===== src/rtl/fwd_pkg.sv =====
package fwd_pkg;
  localparam int INSN_W = 32;
  localparam int OP_W   = 6;

  typedef enum logic [2:0] {
    CL_RR, CL_IMM, CL_LOAD, CL_STORE, CL_BRANCH, CL_OTHER
  } insn_class_e;

  typedef enum logic [1:0] {
    SEL_RF = 2'd0, SEL_EXMEM = 2'd1, SEL_MEMWB = 2'd2
  } opnd_sel_e;

  function automatic insn_class_e classify(input logic [OP_W-1:0] op);
    if (op == '0)                 return CL_RR;
    else if (op[5:3] == 3'b001)   return CL_IMM;
    else if (op[5:3] == 3'b100)   return CL_LOAD;
    else if (op[5:3] == 3'b101)   return CL_STORE;
    else if (op[5:2] == 4'b0001)  return CL_BRANCH;
    else                          return CL_OTHER;
  endfunction
endpackage


===== src/rtl/fwd_producer.sv =====
module fwd_producer
  import fwd_pkg::*;
#(
  parameter int REG_W = 5
) (
  input  logic             valid,
  input  logic [OP_W-1:0]  op,
  input  logic [REG_W-1:0] fld_mid,
  input  logic [REG_W-1:0] fld_low,
  output logic             wr_en,
  output logic             is_load,
  output logic [REG_W-1:0] dst
);
  insn_class_e cls;

  always_comb begin
    cls     = classify(op);
    is_load = (cls == CL_LOAD);
    dst     = (cls == CL_RR) ? fld_low : fld_mid;
    wr_en   = valid && (dst != '0) &&
              (cls == CL_RR || cls == CL_IMM || cls == CL_LOAD);
  end
endmodule


===== src/rtl/fwd_operand_mux.sv =====
module fwd_operand_mux
  import fwd_pkg::*;
#(
  parameter int DATA_W = 32,
  parameter int REG_W  = 5
) (
  input  logic [REG_W-1:0]  src,
  input  logic              elig,
  input  logic              ex_wr,
  input  logic [REG_W-1:0]  ex_dst,
  input  logic [DATA_W-1:0] ex_data,
  input  logic              mw_wr,
  input  logic [REG_W-1:0]  mw_dst,
  input  logic [DATA_W-1:0] mw_data,
  input  logic [DATA_W-1:0] rf_data,
  output logic [1:0]        sel,
  output logic [DATA_W-1:0] opnd
);
  logic ex_hit, mw_hit;

  always_comb begin
    ex_hit = elig && ex_wr && (ex_dst == src);
    mw_hit = elig && mw_wr && (mw_dst == src);
    if (ex_hit) begin
      sel  = SEL_EXMEM;
      opnd = ex_data;
    end else if (mw_hit) begin
      sel  = SEL_MEMWB;
      opnd = mw_data;
    end else begin
      sel  = SEL_RF;
      opnd = rf_data;
    end
  end
endmodule


===== src/rtl/alu_operand_forward.sv =====
module alu_operand_forward
  import fwd_pkg::*;
#(
  parameter int DATA_W = 32,
  parameter int REG_W  = 5
) (
  input  logic [INSN_W-1:0] idex_insn,
  input  logic [INSN_W-1:0] exmem_insn,
  input  logic              exmem_valid,
  input  logic [DATA_W-1:0] exmem_alu,
  input  logic [INSN_W-1:0] memwb_insn,
  input  logic              memwb_valid,
  input  logic [DATA_W-1:0] memwb_alu,
  input  logic [DATA_W-1:0] memwb_load,
  input  logic [DATA_W-1:0] rf_top,
  input  logic [DATA_W-1:0] rf_bottom,
  output logic [1:0]        sel_top,
  output logic [1:0]        sel_bottom,
  output logic [DATA_W-1:0] opnd_top,
  output logic [DATA_W-1:0] opnd_bottom
);
  localparam int OP_LSB   = INSN_W - OP_W;
  localparam int HI_LSB   = OP_LSB - REG_W;
  localparam int MID_LSB  = HI_LSB - REG_W;
  localparam int LOW_LSB  = MID_LSB - REG_W;
  localparam int N_OPND   = 2;

  logic             ex_wr, ex_ld, mw_wr, mw_ld, ex_wr_alu;
  logic [REG_W-1:0] ex_dst, mw_dst;
  logic [DATA_W-1:0] mw_data;
  insn_class_e      id_cls;

  logic [REG_W-1:0]  src_v  [N_OPND];
  logic              elig_v [N_OPND];
  logic [DATA_W-1:0] rf_v   [N_OPND];
  logic [1:0]        sel_v  [N_OPND];
  logic [DATA_W-1:0] opnd_v [N_OPND];

  logic unused_bits;
  assign unused_bits = ^{idex_insn[MID_LSB-1:0], exmem_insn[OP_LSB-1:HI_LSB],
                         exmem_insn[LOW_LSB-1:0], memwb_insn[OP_LSB-1:HI_LSB],
                         memwb_insn[LOW_LSB-1:0]};

  fwd_producer #(.REG_W(REG_W)) u_ex_prod (
    .valid   (exmem_valid),
    .op      (exmem_insn[INSN_W-1:OP_LSB]),
    .fld_mid (exmem_insn[HI_LSB-1:MID_LSB]),
    .fld_low (exmem_insn[MID_LSB-1:LOW_LSB]),
    .wr_en   (ex_wr),
    .is_load (ex_ld),
    .dst     (ex_dst)
  );

  fwd_producer #(.REG_W(REG_W)) u_mw_prod (
    .valid   (memwb_valid),
    .op      (memwb_insn[INSN_W-1:OP_LSB]),
    .fld_mid (memwb_insn[HI_LSB-1:MID_LSB]),
    .fld_low (memwb_insn[MID_LSB-1:LOW_LSB]),
    .wr_en   (mw_wr),
    .is_load (mw_ld),
    .dst     (mw_dst)
  );

  always_comb begin
    ex_wr_alu = ex_wr && !ex_ld;
    mw_data   = mw_ld ? memwb_load : memwb_alu;
    id_cls    = classify(idex_insn[INSN_W-1:OP_LSB]);
    src_v[0]  = idex_insn[OP_LSB-1:HI_LSB];
    src_v[1]  = idex_insn[HI_LSB-1:MID_LSB];
    elig_v[0] = (id_cls != CL_OTHER);
    elig_v[1] = (id_cls == CL_RR);
    rf_v[0]   = rf_top;
    rf_v[1]   = rf_bottom;
  end

  for (genvar g = 0; g < N_OPND; g++) begin : g_opnd
    fwd_operand_mux #(.DATA_W(DATA_W), .REG_W(REG_W)) u_mux (
      .src     (src_v[g]),
      .elig    (elig_v[g]),
      .ex_wr   (ex_wr_alu),
      .ex_dst  (ex_dst),
      .ex_data (exmem_alu),
      .mw_wr   (mw_wr),
      .mw_dst  (mw_dst),
      .mw_data (mw_data),
      .rf_data (rf_v[g]),
      .sel     (sel_v[g]),
      .opnd    (opnd_v[g])
    );
  end

  assign sel_top     = sel_v[0];
  assign sel_bottom  = sel_v[1];
  assign opnd_top    = opnd_v[0];
  assign opnd_bottom = opnd_v[1];
endmodule


===== config.mk =====
export PLATFORM = sky130hd
export DESIGN_NAME = alu_operand_forward
export DESIGN_NICKNAME = d
export VERILOG_FILES = /design/src/rtl/fwd_pkg.sv /design/src/rtl/fwd_producer.sv /design/src/rtl/fwd_operand_mux.sv /design/src/rtl/alu_operand_forward.sv
export SDC_FILE = /design/constraint.sdc
export NUM_CORES = 1
export LEC_CHECK = 0
export BUFFER_PORTS_ARGS = -buffer_cell sky130_fd_sc_hd__buf_2
export CORE_AREA = 2 2 126 128
export DETAILED_ROUTE_END_ITERATION = 10
export DIE_AREA = 0 0 128 130
export PLACE_DENSITY = 0.51
export SLEW_MARGIN = 40
export SYNTH_ARGS = -nofsm -noshare
export SYNTH_HDL_FRONTEND = slang
export SYNTH_HIERARCHICAL = 1
export SYNTH_SLANG_ARGS = --single-unit
export TNS_END_PERCENT = 5

===== constraint.sdc =====
create_clock -name vclk -period 6.3
set_clock_uncertainty 0.15 [all_clocks]
set_input_delay 1.26 -clock vclk [all_inputs]
set_output_delay 1.26 -clock vclk [all_outputs]
set_load 0.1 [all_outputs]

=== Word level (Yosys, flattened, before mapping) ===
Index checks and enable logic that the tools add are counted.

* Equality and inequality tests: 21
* Muxes and demuxes: 26
* Reduce and logical (&&, ||, !) cells: 26

{| class="wikitable"
|+ Operators with widths
! kind !! count
|-
| 32-bit 2-to-1 mux || 5
|-
| 3-bit 2-to-1 mux || 12
|-
| 5-bit equality test || 4
|-
| 3-bit equality test, second input constant || 6
|-
| 6-bit logical NOT || 3
|-
| 3-bit by 1-bit equality test with 1-bit output, second input constant || 5
|-
| 1-bit logical AND || 13
|-
| 4-bit by 1-bit equality test with 1-bit output, second input constant || 3
|-
| 5-bit 2-to-1 mux || 2
|-
| 5-bit nonzero test || 2
|-
| 3-bit logical NOT || 3
|-
| 2-bit 2-to-1 mux || 4
|-
| 3-bit by 2-bit equality test with 1-bit output, second input constant || 2
|-
| 1-bit logical OR || 4
|-
| 1-bit 2-to-1 mux || 3
|-
| 3-bit inequality test, second input constant || 1
|-
| 1-bit logical NOT || 1
|}

* Flip-flop bits (word level): 0
* Output and inout bits: 68
* Logic and storage cells: 73

=== Longest topological paths before layout ===
* Word-level depth: 15
* Gate-level depth with buffers: 10
* Mapped depth without buffers: 8

=== Cells and area by module ===
Netlist, hierarchy kept.

{| class="wikitable"
|+ Modules (own cells, without submodules)
! module !! instances !! cells an instance !! area each (µm²)
|-
| fwd_operand_mux || 2 || 177 || 1275.0
|-
| alu_operand_forward || 1 || 41 || 574.3
|-
| fwd_producer || 2 || 19 || 176.4
|}

=== Worst setup path before layout ===
No wires, ideal clock.

* Path kind: input-to-output
* From: input memwb_insn[28]
* To: output sel_bottom[1]
* Data arrival time: 5.296 ns
* Data required time: 4.890 ns
* Setup slack: -0.406 ns
* Cell stages on the path: 8
* Path through: or3_4 or2_1 buf_6 mux2_4 xor2_1 or4b_4 buf_6 nor3_1

* Word-level cells in the longest chain between the ends: 15
* Elaborated cells between the ends (all ways): 21
* Those cells by class: 4 x eq/ne; 8 x mux; 9 x reduce/logical

{| class="wikitable"
|+ RTL lines
! item !! RTL line !! text
|-
| from (decl) || alu_operand_forward.sv:11 || <nowiki>input logic [INSN_W-1:0] memwb_insn,</nowiki>
|-
| 4-bit by 1-bit equality test with 1-bit output || fwd_pkg.sv:18 || <nowiki>else if (op[5:2] == 4'b0001) return CL_BRANCH;</nowiki>
|-
| 1-bit 2-to-1 mux || fwd_pkg.sv:18 ||
|-
| 3-bit 2-to-1 mux || fwd_pkg.sv:17 || <nowiki>else if (op[5:3] == 3'b101) return CL_STORE;</nowiki>
|-
| 3-bit 2-to-1 mux || fwd_pkg.sv:16 || <nowiki>else if (op[5:3] == 3'b100) return CL_LOAD;</nowiki>
|-
| 3-bit 2-to-1 mux || fwd_pkg.sv:15 || <nowiki>else if (op[5:3] == 3'b001) return CL_IMM;</nowiki>
|-
| 3-bit 2-to-1 mux * || fwd_pkg.sv:14 || <nowiki>if (op == '0) return CL_RR;</nowiki>
|-
| 3-bit logical NOT * || fwd_producer.sv:19 || <nowiki>dst = (cls == CL_RR) ? fld_low : fld_mid;</nowiki>
|-
| 5-bit 2-to-1 mux * || fwd_producer.sv:19 ||
|-
| named net mw_dst[4] || alu_operand_forward.sv:29 || <nowiki>logic [REG_W-1:0] ex_dst, mw_dst;</nowiki>
|-
| 5-bit nonzero test || fwd_producer.sv:20 || <nowiki>wr_en = valid && (dst != '0) &&</nowiki>
|-
| 1-bit logical AND (2 in series) || fwd_producer.sv:20 ||
|-
| 1-bit logical AND || fwd_operand_mux.sv:23 || <nowiki>mw_hit = elig && mw_wr && (mw_dst == src);</nowiki>
|-
| 1-bit logical AND * || fwd_operand_mux.sv:23 ||
|-
| 2-bit 2-to-1 mux * || fwd_operand_mux.sv:27 || <nowiki>end else if (mw_hit) begin</nowiki>
|-
| 2-bit 2-to-1 mux * || fwd_operand_mux.sv:24 || <nowiki>if (ex_hit) begin</nowiki>
|-
| to (decl) || alu_operand_forward.sv:18 || <nowiki>output logic [1:0] sel_bottom,</nowiki>
|}

Mark *: on every way through the listed nets, which the timed path passes. The rest lies on a longest branch.

=== Worst setup path in the final report ===
* From: input exmem_insn[28]
* To: output opnd_bottom[16]

* Word-level cells in the longest chain between the ends: 15
* Elaborated cells between the ends (all ways): 22
* Those cells by class: 4 x eq/ne; 7 x mux; 11 x reduce/logical

{| class="wikitable"
|+ RTL lines
! item !! RTL line !! text
|-
| from (decl) || alu_operand_forward.sv:8 || <nowiki>input logic [INSN_W-1:0] exmem_insn,</nowiki>
|-
| 4-bit by 1-bit equality test with 1-bit output || fwd_pkg.sv:18 ||
|-
| 1-bit 2-to-1 mux || fwd_pkg.sv:18 ||
|-
| 3-bit 2-to-1 mux || fwd_pkg.sv:17 ||
|-
| 3-bit 2-to-1 mux || fwd_pkg.sv:16 ||
|-
| 3-bit 2-to-1 mux || fwd_pkg.sv:15 ||
|-
| 3-bit 2-to-1 mux * || fwd_pkg.sv:14 ||
|-
| 3-bit logical NOT * || fwd_producer.sv:19 ||
|-
| 5-bit 2-to-1 mux * || fwd_producer.sv:19 ||
|-
| named net ex_dst[2] || alu_operand_forward.sv:29 ||
|-
| 5-bit nonzero test || fwd_producer.sv:20 ||
|-
| 1-bit logical AND (2 in series) || fwd_producer.sv:20 ||
|-
| 1-bit logical AND || alu_operand_forward.sv:65 || <nowiki>ex_wr_alu = ex_wr && !ex_ld;</nowiki>
|-
| 1-bit logical AND || fwd_operand_mux.sv:22 || <nowiki>ex_hit = elig && ex_wr && (ex_dst == src);</nowiki>
|-
| 1-bit logical AND * || fwd_operand_mux.sv:22 ||
|-
| 32-bit 2-to-1 mux * || fwd_operand_mux.sv:24 ||
|-
| to (decl) || alu_operand_forward.sv:20 || <nowiki>output logic [DATA_W-1:0] opnd_bottom</nowiki>
|}

Marks and branches as above.

==> summary.md <==
| Metric | Value |
|---|---|
| Worst Max-Slew Pin Slew | `roughly 0.78 ns` |
| Max-cap violations | `0` |
| Final cycle utilization of the critical path | `90.29%` |
| Final wirelength | `approximately 16000 um` |
| Max FO, Critical Path | `25` |
| CP delay by family, top | `simple AND/OR/NAND/NOR gates` |
| Hold_buf cts | `0` |
| Setup bufs post-CTS | `0` |
| Port Buffers | `278` |
| Share of layout cells above drive strength 1 | `54.15%` |
| Layout clock buffer count | `0` |
| Worst Path Required | `around 4.9 ns` |
| Iter 0 DRT Violations | `~380` |
| Distinct cell type count after synthesis | `40` |
| Final hold slack | `2.856 ns` |
| Die Height | `130 um` |
| ANT cells | `0` |
| Highest-delay cell along the critical path | `and3_2` |
| Layout net count | `934` |
| Area after DPL | `between 4000 and 5000 um2` |
| HPWL after DPL | `around 13000 um` |
| Total Routing Usage GR | `between 10% and 20%` |
| Post_cts resized | `0` |
| Bufs and invs on worst path | `2` |
| Via count | `4569` |
| Sw Ratio | `roughly two thirds` |
| Most frequent cells in the layout | `276 x buf_2, 65 x and3_1, 64 x a22oi_1, 64 x a2bb2oi_1, 54 x o21ai_1` |
| Die width | `between 100 and 150 um` |
| Most common cell after layout, fill and taps aside | `buf_2` |
| Num rows | `46` |
| Clock share of power | `0%` |
| FFs & Latches | `0` |
| Setup TNS | `0 ns` |
| GRT overflow | `0` |
| Crit-path most repeated cell | `buf_2` |
| Max-slew headroom | `47.80%` |
| Worst Setup End Kind | `primary output` |
| Post-synthesis cell area | `3477 um2` |
| Largest net degree at the start of global routing | `34` |
| Worst stage delay on the critical path | `approximately 0.6 ns` |
| Worst Hold Depth | `4` |
| Global-route wire length before repair | `23960 um` |
| Die area | `16640 um2` |
| Placer congestion estimate | `approximately 0.87` |
| Crit path cell chain | `buf_2, or3_4, or2_1, mux2_4, xnor2_1, and3_2, a22oi_1, a2bb2oi_1, buf_2` |
| Boundary pin count | `~330` |
| Setup ws final | `slightly above 0.6 ns` |
| Switching pwr | `between 0.2 and 0.3 mW` |
| Fin crit period | `around 5.7 ns` |
| Unrepaired setup endpoints after global routing | `false` |
| CORE AREA | `between 15000 and 20000 um2` |
| Logic pwr share | `100.0%` |
| Pwr Total | `0.4280 mW` |
| Syn_nets | `691` |
| Setup CP Type | `primary input to primary output` |
| Fin. max-slew vios | `0` |
| FF+latch area | `0 um2` |
| Peak VDD IR | `between 0.03 and 0.04 mV` |
| Synth warn | `6` |
| Internal cell power | `between 0.1 and 0.15 mW` |
| Vias per cell | `5.276` |
| P per Cell Area | `88.06 nW/um2` |
| Initial core utilization | `22.54%` |
| Status | `finished, final reports clean` |
| Startpoint Class | `primary input` |
| # setup viols final | `0` |
| Pre-CTS setup slack | `approximately 0.62 ns` |
| Reg power frac | `0%` |
| Post-synthesis sequential area ratio | `0%` |
| # fillers | `1714` |
| Initial antenna violation count | `0` |
| HP Start | `rf_top[13]` |
| Fmax | `around 180 MHz` |
| P&R area growth vs syn | `39.80%` |
| DRT Pass-1 Iters | `5` |
| Design area | `4861 um2` |
| Drc violations | `0` |
| Crit path arrival time | `around 4.3 ns` |
| Leak pwr | `2.456 nW` |
| Synth Instances | `roughly 430` |
| Endpoint, Worst Hold | `opnd_top[13]` |
| Final Hold Vio Count | `0` |
| Vias in the first global route | `roughly 4200` |
| Worst hold path type | `primary input to primary output` |
| Setup crit start | `exmem_insn[28]` |
| WL/cell | `18.98 um` |
| Routed Antenna Nets | `0` |
| Mapped Avg Cell Area | `between 8 and 9 um2` |
-- Yosys cell counts (3+ instances only) --
library cell    number  area, um2
and3_1              66      412.9
a22oi_1             64      480.5
a2bb2oi_1           64      560.5
o21ai_1             54      270.3
mux2_4              40      600.6
clkbuf_1            22      82.58
buf_6               17      191.4
xnor2_1             12      105.1
buf_4                8      60.06
clkbuf_4             6      45.04
o21ai_0              6      30.03
xor2_1               6      52.55
dlymetal6s2s_1       4      50.05
inv_1                4      15.01
nor2_1               4      15.01
o21ai_2              4      35.03
or4_1                4      30.03
buf_12               3      60.06
nor3_1               3      15.01
nor3b_1              3      22.52
or2_2                3      18.77
-- cell type report --
type	count	area, um2	share of cell area, %
Tap cell	192	240.2	4.942
Inverter	4	15.01	0.3089
Multi-Input combinational cell	367	2997	61.65
Timing Repair Buffer	303	1609	33.10
-- layer usage --
metal | GRT usage (%) | share of wire (%)
met5 | 0 | 0
met4 | 2.069 | 1.0
met3 | 2.050 | 7.2
met2 | 31.90 | 47
met1 | 24.24 | 45
-- power groups by stage --
stage | clock network (mW) | registers (mW) | logic (mW)
6_report | 0 | 0 | 0.428
5_1_grt | 0 | 0 | 0.450
4_1_cts | 0 | 0 | 0.429
3_3_place_gp | 0 | 0 | 0.428
2_1_floorplan | 0 | 0 | 0.306
3_5_place_dp | 0 | 0 | 0.429
-- worst max path at each step --
stage,endpoint,slack [ns],cells after the start
after global routing,opnd_bottom[16],0.49,9
after floorplan,sel_top[1],-0.41,8
after detailed placement,opnd_bottom[16],0.62,9
after global placement,opnd_bottom[16],0.65,9
after CTS,opnd_bottom[16],0.62,9
final,opnd_bottom[16],0.61,9
-- through the flow --
stage,util [%],std cells
global placement,31.51,866
detailed placement,31.51,866
floorplan,-,433
global route,31.51,866
finish,31.51,866
CTS,31.51,866
-- kinds of logic after synthesis --
kind of cell | count (synthesis) | synth area share (%)
AO/OA/AOI/OAI | 197 | 40.81
AND/OR/NAND/NOR | 108 | 21.01
XOR/XNOR | 20 | 5.470
multiplexers | 42 | 17.92
buffers and inverters | 66 | 14.79
-- tightest hold or removal path, delay by kind of cell --
kind	cells	cell delay [ns]
AO/OA/AOI/OAI	2	0.09
buffers and inverters	2	0.39
Power figures use the tool's default switching activity.
